[src/rtl/tmr_pkg.sv]
package tmr_pkg;
  localparam int BUS_W = 32;
  localparam int LANES = BUS_W / 8;

  typedef enum logic [1:0] {
    SZ_BYTE = 2'd0,
    SZ_HALF = 2'd1,
    SZ_WORD = 2'd2
  } acc_size_e;

  function automatic logic [LANES-1:0] lane_sel(input logic [1:0] off, input logic [1:0] sz);
    case (sz)
      SZ_BYTE: lane_sel = LANES'(4'b0001 << off);
      SZ_HALF: lane_sel = off[1] ? LANES'(4'b1100) : LANES'(4'b0011);
      default: lane_sel = '1;
    endcase
  endfunction

  function automatic logic [BUS_W-1:0] lane_bits(input logic [LANES-1:0] be);
    for (int b = 0; b < LANES; b++) lane_bits[b*8 +: 8] = {8{be[b]}};
  endfunction

  function automatic logic [BUS_W-1:0] lane_merge(input logic [BUS_W-1:0] cur,
                                                  input logic [BUS_W-1:0] nxt,
                                                  input logic [LANES-1:0] be);
    logic [BUS_W-1:0] m;
    m = lane_bits(be);
    lane_merge = (cur & ~m) | (nxt & m);
  endfunction
endpackage

[src/rtl/tmr_prescale.sv]
module tmr_prescale #(
  parameter int SEL_W     = 3,
  parameter int BASE_LOG2 = 2,
  parameter int STEP_LOG2 = 2,
  parameter int NUM_TAPS  = 5
) (
  input  logic             clk,
  input  logic             rst,
  input  logic             run,
  input  logic [SEL_W-1:0] sel,
  output logic             tick
);
  localparam int PW = BASE_LOG2 + STEP_LOG2 * (NUM_TAPS - 1);

  logic [PW-1:0] pcnt;
  logic [PW-1:0] last;
  int            tap;

  always_comb begin
    tap  = (int'(sel) < NUM_TAPS) ? int'(sel) : NUM_TAPS - 1;
    last = PW'((1 << (BASE_LOG2 + STEP_LOG2 * tap)) - 1);
  end

  assign tick = run && (pcnt >= last);

  always_ff @(posedge clk) begin
    if (rst || !run) pcnt <= '0;
    else if (tick)   pcnt <= '0;
    else             pcnt <= pcnt + 1'b1;
  end
endmodule

[src/rtl/tmr_channel.sv]
module tmr_channel import tmr_pkg::*; #(
  parameter int SEL_W = 3
) (
  input  logic             clk,
  input  logic             rst,
  input  logic             tick,
  input  logic [LANES-1:0] const_be,
  input  logic [LANES-1:0] cnt_be,
  input  logic [LANES-1:0] ctl_be,
  input  logic [BUS_W-1:0] wdata,
  output logic [BUS_W-1:0] const_q,
  output logic [BUS_W-1:0] cnt_q,
  output logic [SEL_W-1:0] sel_q,
  output logic             ie_q,
  output logic             flag_q,
  output logic             irq_q
);
  localparam int IE_BIT   = 5;
  localparam int FLAG_BIT = 8;

  logic undf;
  logic flag_d;
  logic ie_d;

  assign undf   = tick && (cnt_q == '0) && !(|cnt_be);
  assign ie_d   = ctl_be[0] ? wdata[IE_BIT] : ie_q;
  assign flag_d = undf ? 1'b1 :
                  (ctl_be[1] && !wdata[FLAG_BIT]) ? 1'b0 : flag_q;

  always_ff @(posedge clk) begin
    if (rst) begin
      const_q <= '1;
      cnt_q   <= '1;
      sel_q   <= '0;
      ie_q    <= 1'b0;
      flag_q  <= 1'b0;
      irq_q   <= 1'b0;
    end else begin
      const_q <= lane_merge(const_q, wdata, const_be);
      if (|cnt_be)   cnt_q <= lane_merge(cnt_q, wdata, cnt_be);
      else if (undf) cnt_q <= const_q;
      else if (tick) cnt_q <= cnt_q - 1'b1;
      if (ctl_be[0]) sel_q <= wdata[SEL_W-1:0];
      ie_q   <= ie_d;
      flag_q <= flag_d;
      irq_q  <= flag_d && ie_d;
    end
  end
endmodule

[src/rtl/tmr_unit.sv]
module tmr_unit import tmr_pkg::*; #(
  parameter int NUM_CH    = 3,
  parameter int ADDR_W    = 6,
  parameter int SEL_W     = 3,
  parameter int START_OFS = 4,
  parameter int CH_BASE   = 8,
  parameter int CH_STRIDE = 12
) (
  input  logic              clk,
  input  logic              rst,
  input  logic              bus_en,
  input  logic              bus_we,
  input  logic [ADDR_W-1:0] bus_addr,
  input  logic [1:0]        bus_size,
  input  logic [BUS_W-1:0]  bus_wdata,
  output logic [BUS_W-1:0]  bus_rdata,
  output logic [NUM_CH-1:0] irq
);
  localparam int WI_W    = ADDR_W - 2;
  localparam int START_W = START_OFS / 4;

  logic [WI_W-1:0]         widx;
  logic [LANES-1:0]        be;
  logic [LANES-1:0]        wr_be;
  logic [NUM_CH-1:0]       start_q;
  logic [NUM_CH-1:0]       ch_tick, ch_ie, ch_flag, ch_cnt_we, ch_flag_clr;
  logic [NUM_CH*BUS_W-1:0] ch_const, ch_cnt;
  logic [NUM_CH*SEL_W-1:0] ch_sel;
  logic [BUS_W-1:0]        rword;

  assign widx  = bus_addr[ADDR_W-1:2];
  assign be    = lane_sel(bus_addr[1:0], bus_size);
  assign wr_be = (bus_en && bus_we) ? be : '0;

  always_ff @(posedge clk) begin
    if (rst) start_q <= '0;
    else if (widx == WI_W'(START_W) && wr_be[0]) start_q <= bus_wdata[NUM_CH-1:0];
  end

  for (genvar i = 0; i < NUM_CH; i++) begin : g_ch
    localparam int W0 = (CH_BASE + CH_STRIDE * i) / 4;
    logic [LANES-1:0] k_be, c_be, t_be;

    assign k_be = (widx == WI_W'(W0))     ? wr_be : '0;
    assign c_be = (widx == WI_W'(W0 + 1)) ? wr_be : '0;
    assign t_be = (widx == WI_W'(W0 + 2)) ? wr_be : '0;
    assign ch_cnt_we[i]   = |c_be;
    assign ch_flag_clr[i] = t_be[1] && !bus_wdata[8];

    tmr_prescale #(.SEL_W(SEL_W)) u_pre (
      .clk  (clk),
      .rst  (rst),
      .run  (start_q[i]),
      .sel  (ch_sel[i*SEL_W +: SEL_W]),
      .tick (ch_tick[i])
    );

    tmr_channel #(.SEL_W(SEL_W)) u_chan (
      .clk      (clk),
      .rst      (rst),
      .tick     (ch_tick[i]),
      .const_be (k_be),
      .cnt_be   (c_be),
      .ctl_be   (t_be),
      .wdata    (bus_wdata),
      .const_q  (ch_const[i*BUS_W +: BUS_W]),
      .cnt_q    (ch_cnt[i*BUS_W +: BUS_W]),
      .sel_q    (ch_sel[i*SEL_W +: SEL_W]),
      .ie_q     (ch_ie[i]),
      .flag_q   (ch_flag[i]),
      .irq_q    (irq[i])
    );
  end

  always_comb begin
    rword = '0;
    if (widx == WI_W'(START_W)) rword[NUM_CH-1:0] = start_q;
    for (int i = 0; i < NUM_CH; i++) begin
      if (widx == WI_W'((CH_BASE + CH_STRIDE * i) / 4))
        rword = ch_const[i*BUS_W +: BUS_W];
      if (widx == WI_W'((CH_BASE + CH_STRIDE * i) / 4 + 1))
        rword = ch_cnt[i*BUS_W +: BUS_W];
      if (widx == WI_W'((CH_BASE + CH_STRIDE * i) / 4 + 2)) begin
        rword[SEL_W-1:0] = ch_sel[i*SEL_W +: SEL_W];
        rword[5]         = ch_ie[i];
        rword[8]         = ch_flag[i];
      end
    end
  end

  always_ff @(posedge clk) begin
    if (rst) bus_rdata <= '0;
    else if (bus_en && !bus_we) bus_rdata <= rword & lane_bits(be);
  end
endmodule

[config.mk]
export PLATFORM = sky130hd
export DESIGN_NAME = tmr_unit
export DESIGN_NICKNAME = d
export VERILOG_FILES = /design/src/rtl/tmr_pkg.sv /design/src/rtl/tmr_prescale.sv /design/src/rtl/tmr_channel.sv /design/src/rtl/tmr_unit.sv
export SDC_FILE = /design/constraint.sdc
export NUM_CORES = 1
export LEC_CHECK = 0
export ABC_AREA = 1
export BUFFER_PORTS_ARGS = -buffer_cell sky130_fd_sc_hd__clkbuf_2
export CAP_MARGIN = 0
export CORE_UTILIZATION = 55
export CTS_CLUSTER_DIAMETER = 100
export CTS_CLUSTER_SIZE = 10
export DETAILED_ROUTE_END_ITERATION = 8
export PLACE_DENSITY = 0.73
export SLEW_MARGIN = 25
export SYNTH_ARGS = -nofsm -noshare
export SYNTH_HDL_FRONTEND = slang
export SYNTH_SLANG_ARGS = --single-unit
[constraint.sdc]
create_clock -name clk -period 3.5 [get_ports clk]
set_input_delay 0.175 -clock clk [delete_from_list [all_inputs] [get_ports clk]]
set_output_delay 0.175 -clock clk [all_outputs]
set_load 0.03 [all_outputs]
==> metrics <==
vias in the first global route 16806; WHS 0.0250 ns; router iterations before antenna repair 6; Final Slew Violations 0; I/O Buffers 78; FMAX 320 MHz; drt first-iter violations 2152; post-synthesis register bit count 275; Pwr Density 365 nW/µm²; worst skew pair latency 0.58 ns; largest net degree at the start of global routing 81; CP max stage delay 0.33 ns; CTS tree done; CTS Buf Count 31; # clock sinks 275; post-CTS sizing 0; CP max stage cell dfxtp_1; CTS clk-pin slew, worst paths 0.06 ns; H-Tree Depth 1; CP max FO 24; worst slew pin tran 0.984 ns; status finished clean; top_reg_cell synth dfxtp_1; setup slack, reg-to-reg 0.38 ns; Rows 64; Ant. Diodes 0; Final Core Density 61.3%; RSZ-0062 raised after global routing false; post-route setup slack 0.378 ns; Min-Delay Path Class input port to flop; crit-path cells inv_1 > nand3_1 > ha_1 > inv_1 > xor2_1 > inv_1 > ha_1 > nand2_1 > nor2_1 > nand3_1 > nand3_1 > nand2_1 > inv_2 > nand3_4 > or2_1 > nand3_1 > nand2_1; Hold Fails Final Rpt 0; pre-CTS setup slack 0.465 ns; FF-to-FF path depth 17; DR WL/cell 18.7 µm; antenna violations before repair 0; cell mode on critical path nand3_1; Setup Buffers After CTS 0; Worst Hold Launch bus_wdata[23]; CTS Buffer Depth 3; EDFF count, synth 0; core region area 30700 µm²; Die Height 179 µm; async set or reset register ratio after synthesis 0%; GRT Overall Usage 37.3%; Max Cap Viol 0; Syn Inst Count 2754; Die Area 32000 µm²; reg2reg start g_ch[2].u_chan.sel_q[2]$_SDFFE_PP0P_; critical path class flop to flop; CP Launch Type flop; I/O pins 79; Final period util 89.2%; residual DRC count 0; Tmin final 3.12 ns; Via density 5.76; final global-route overflow total 0; Syn Area/Cell 6.25 µm²; Setup Viol. Count Final 0; Layout area overhead 9.14%; final wirelength 60000 µm; Max IR drop VDD 0.381 mV; Crit. Startpoint g_ch[2].u_chan.sel_q[2]$_SDFFE_PP0P_; sum of negative setup slack 0 ns; GP Congestion 0.998; Ys Warns 0; hold_buf cts 22; crit path DAT 3.58 ns; synthesized cell area 17200 µm²; Crit. End Element flop; Seq/Total Area, Yosys 32.0%; via count 18497; post-synthesis cell type count 44; clk root buf clkbuf_16; first-pass GRT wire length 93000 µm; layout cells sized above 1 8.28%; nets 2893; leak pwr 0.00788 µW; Detail Route Antenna Nets 0; Worst Hold Depth 3; Slew headroom 34.3%; die width 179 µm; Initial Util 56.2%; skew final 0.0197 ns; HPWL Detailed 45500 µm; WP data required 3.96 ns
[synth_stat cells, types with 26 or more instances]
master	n	area (µm²)
nand2_1	990	3720
dfxtp_1	275	5510
nor2_1	266	998
a21oi_1	231	1160
inv_1	198	743
nand3_1	160	801
o21ai_0	97	485
o211ai_1	86	646
xor2_1	54	473
clkbuf_1	52	195
ha_1	36	450
nand4_1	33	206
o21ai_1	30	150
buf_2	28	140
inv_2	26	97.6
xnor2_1	26	228
[cell usage in the layout, fill, tap and decap left out, types with 23 or more instances in the layout]
cell | netlist | final
nand2_1 | 990 | 990
dfxtp_1 | 275 | 275
nor2_1 | 266 | 266
a21oi_1 | 231 | 231
inv_1 | 198 | 197
nand3_1 | 160 | 160
o21ai_0 | 97 | 97
o211ai_1 | 86 | 86
clkbuf_2 | 0 | 77
xor2_1 | 54 | 54
ha_1 | 36 | 36
nand4_1 | 33 | 33
clkbuf_16 | 0 | 31
o21ai_1 | 30 | 30
inv_2 | 26 | 26
xnor2_1 | 26 | 26
o22ai_1 | 23 | 23
buf_4 | 5 | 23
[metrics by stage]
stage                     cell area [µm²]  total power, µW  cells
after floorplan                     17200             3770   2756
after global placement              17800             4030   3154
after detailed placement            17800             4040   3154
after CTS                           18800             6850   3209
after global routing                18800             7060   3209
final                               18800             6860   3209
[per-layer routing]
| layer | global-route usage [%] | share of wire, % | vias to the layer above |
|---|---|---|---|
| met2 | 59.5 | 44 | 887 |
| li1 | - | - | 9030 |
| met4 | 11.9 | 3.3 | 0 |
| met3 | 4.64 | 9.5 | 123 |
| met1 | 52.0 | 43 | 8457 |
| met5 | 0 | 0 | - |
[logic make-up (layout without fill, tap and decap cells)]
group | Yosys count | after routing | synth area share [%]
XOR/XNOR | 80 | 80 | 4.07
flip-flops | 275 | 275 | 32.0
AO/OA/AOI/OAI | 488 | 488 | 16.1
buffers and inverters | 334 | 391 | 8.05
adder cells (fa/ha/maj) | 36 | 36 | 2.62
AND/OR/NAND/NOR | 1540 | 1540 | 37.2
other | 1 | 3 | 0.0218
[power by group]
part           switching [µW]  total, µW  internal [µW]  leakage, µW
logic                     520        738            219      0.00526
clock network            1300       2840           1540     0.000387
registers                81.9       3280           3200      0.00223
total                    1900       6860           4960      0.00788
[layout make-up]
class                   count  area (µm²)
flip-flops and latches    275        5510
clock inverters             2        16.3
multi-input cells        2147       10300
clock buffers              31         776
repair buffers            122         778
fillers                  2996       11900
inverters                 236         887
well taps                 396         495
[worst max-delay path: cells and delay by family, from the launching register on]
family        cells  cell delay, ns
flops             1            0.33
xor+xnor          1            0.16
buf+inv           4            0.58
simple gates     10            1.43
fa+ha+maj         2            0.50
[worst max-delay path by stage]
stage | endpoint | slack, ns | cells past startpoint
6_report | flop | 0.38 | 17
3_5_place_dp | flop | 0.46 | 17
5_1_grt | flop | 0.10 | 19
2_1_floorplan | flop | 1.01 | 22
4_1_cts | flop | 0.39 | 17
3_3_place_gp | flop | 0.56 | 19
Note: power is estimated with default switching activity, not from simulation.
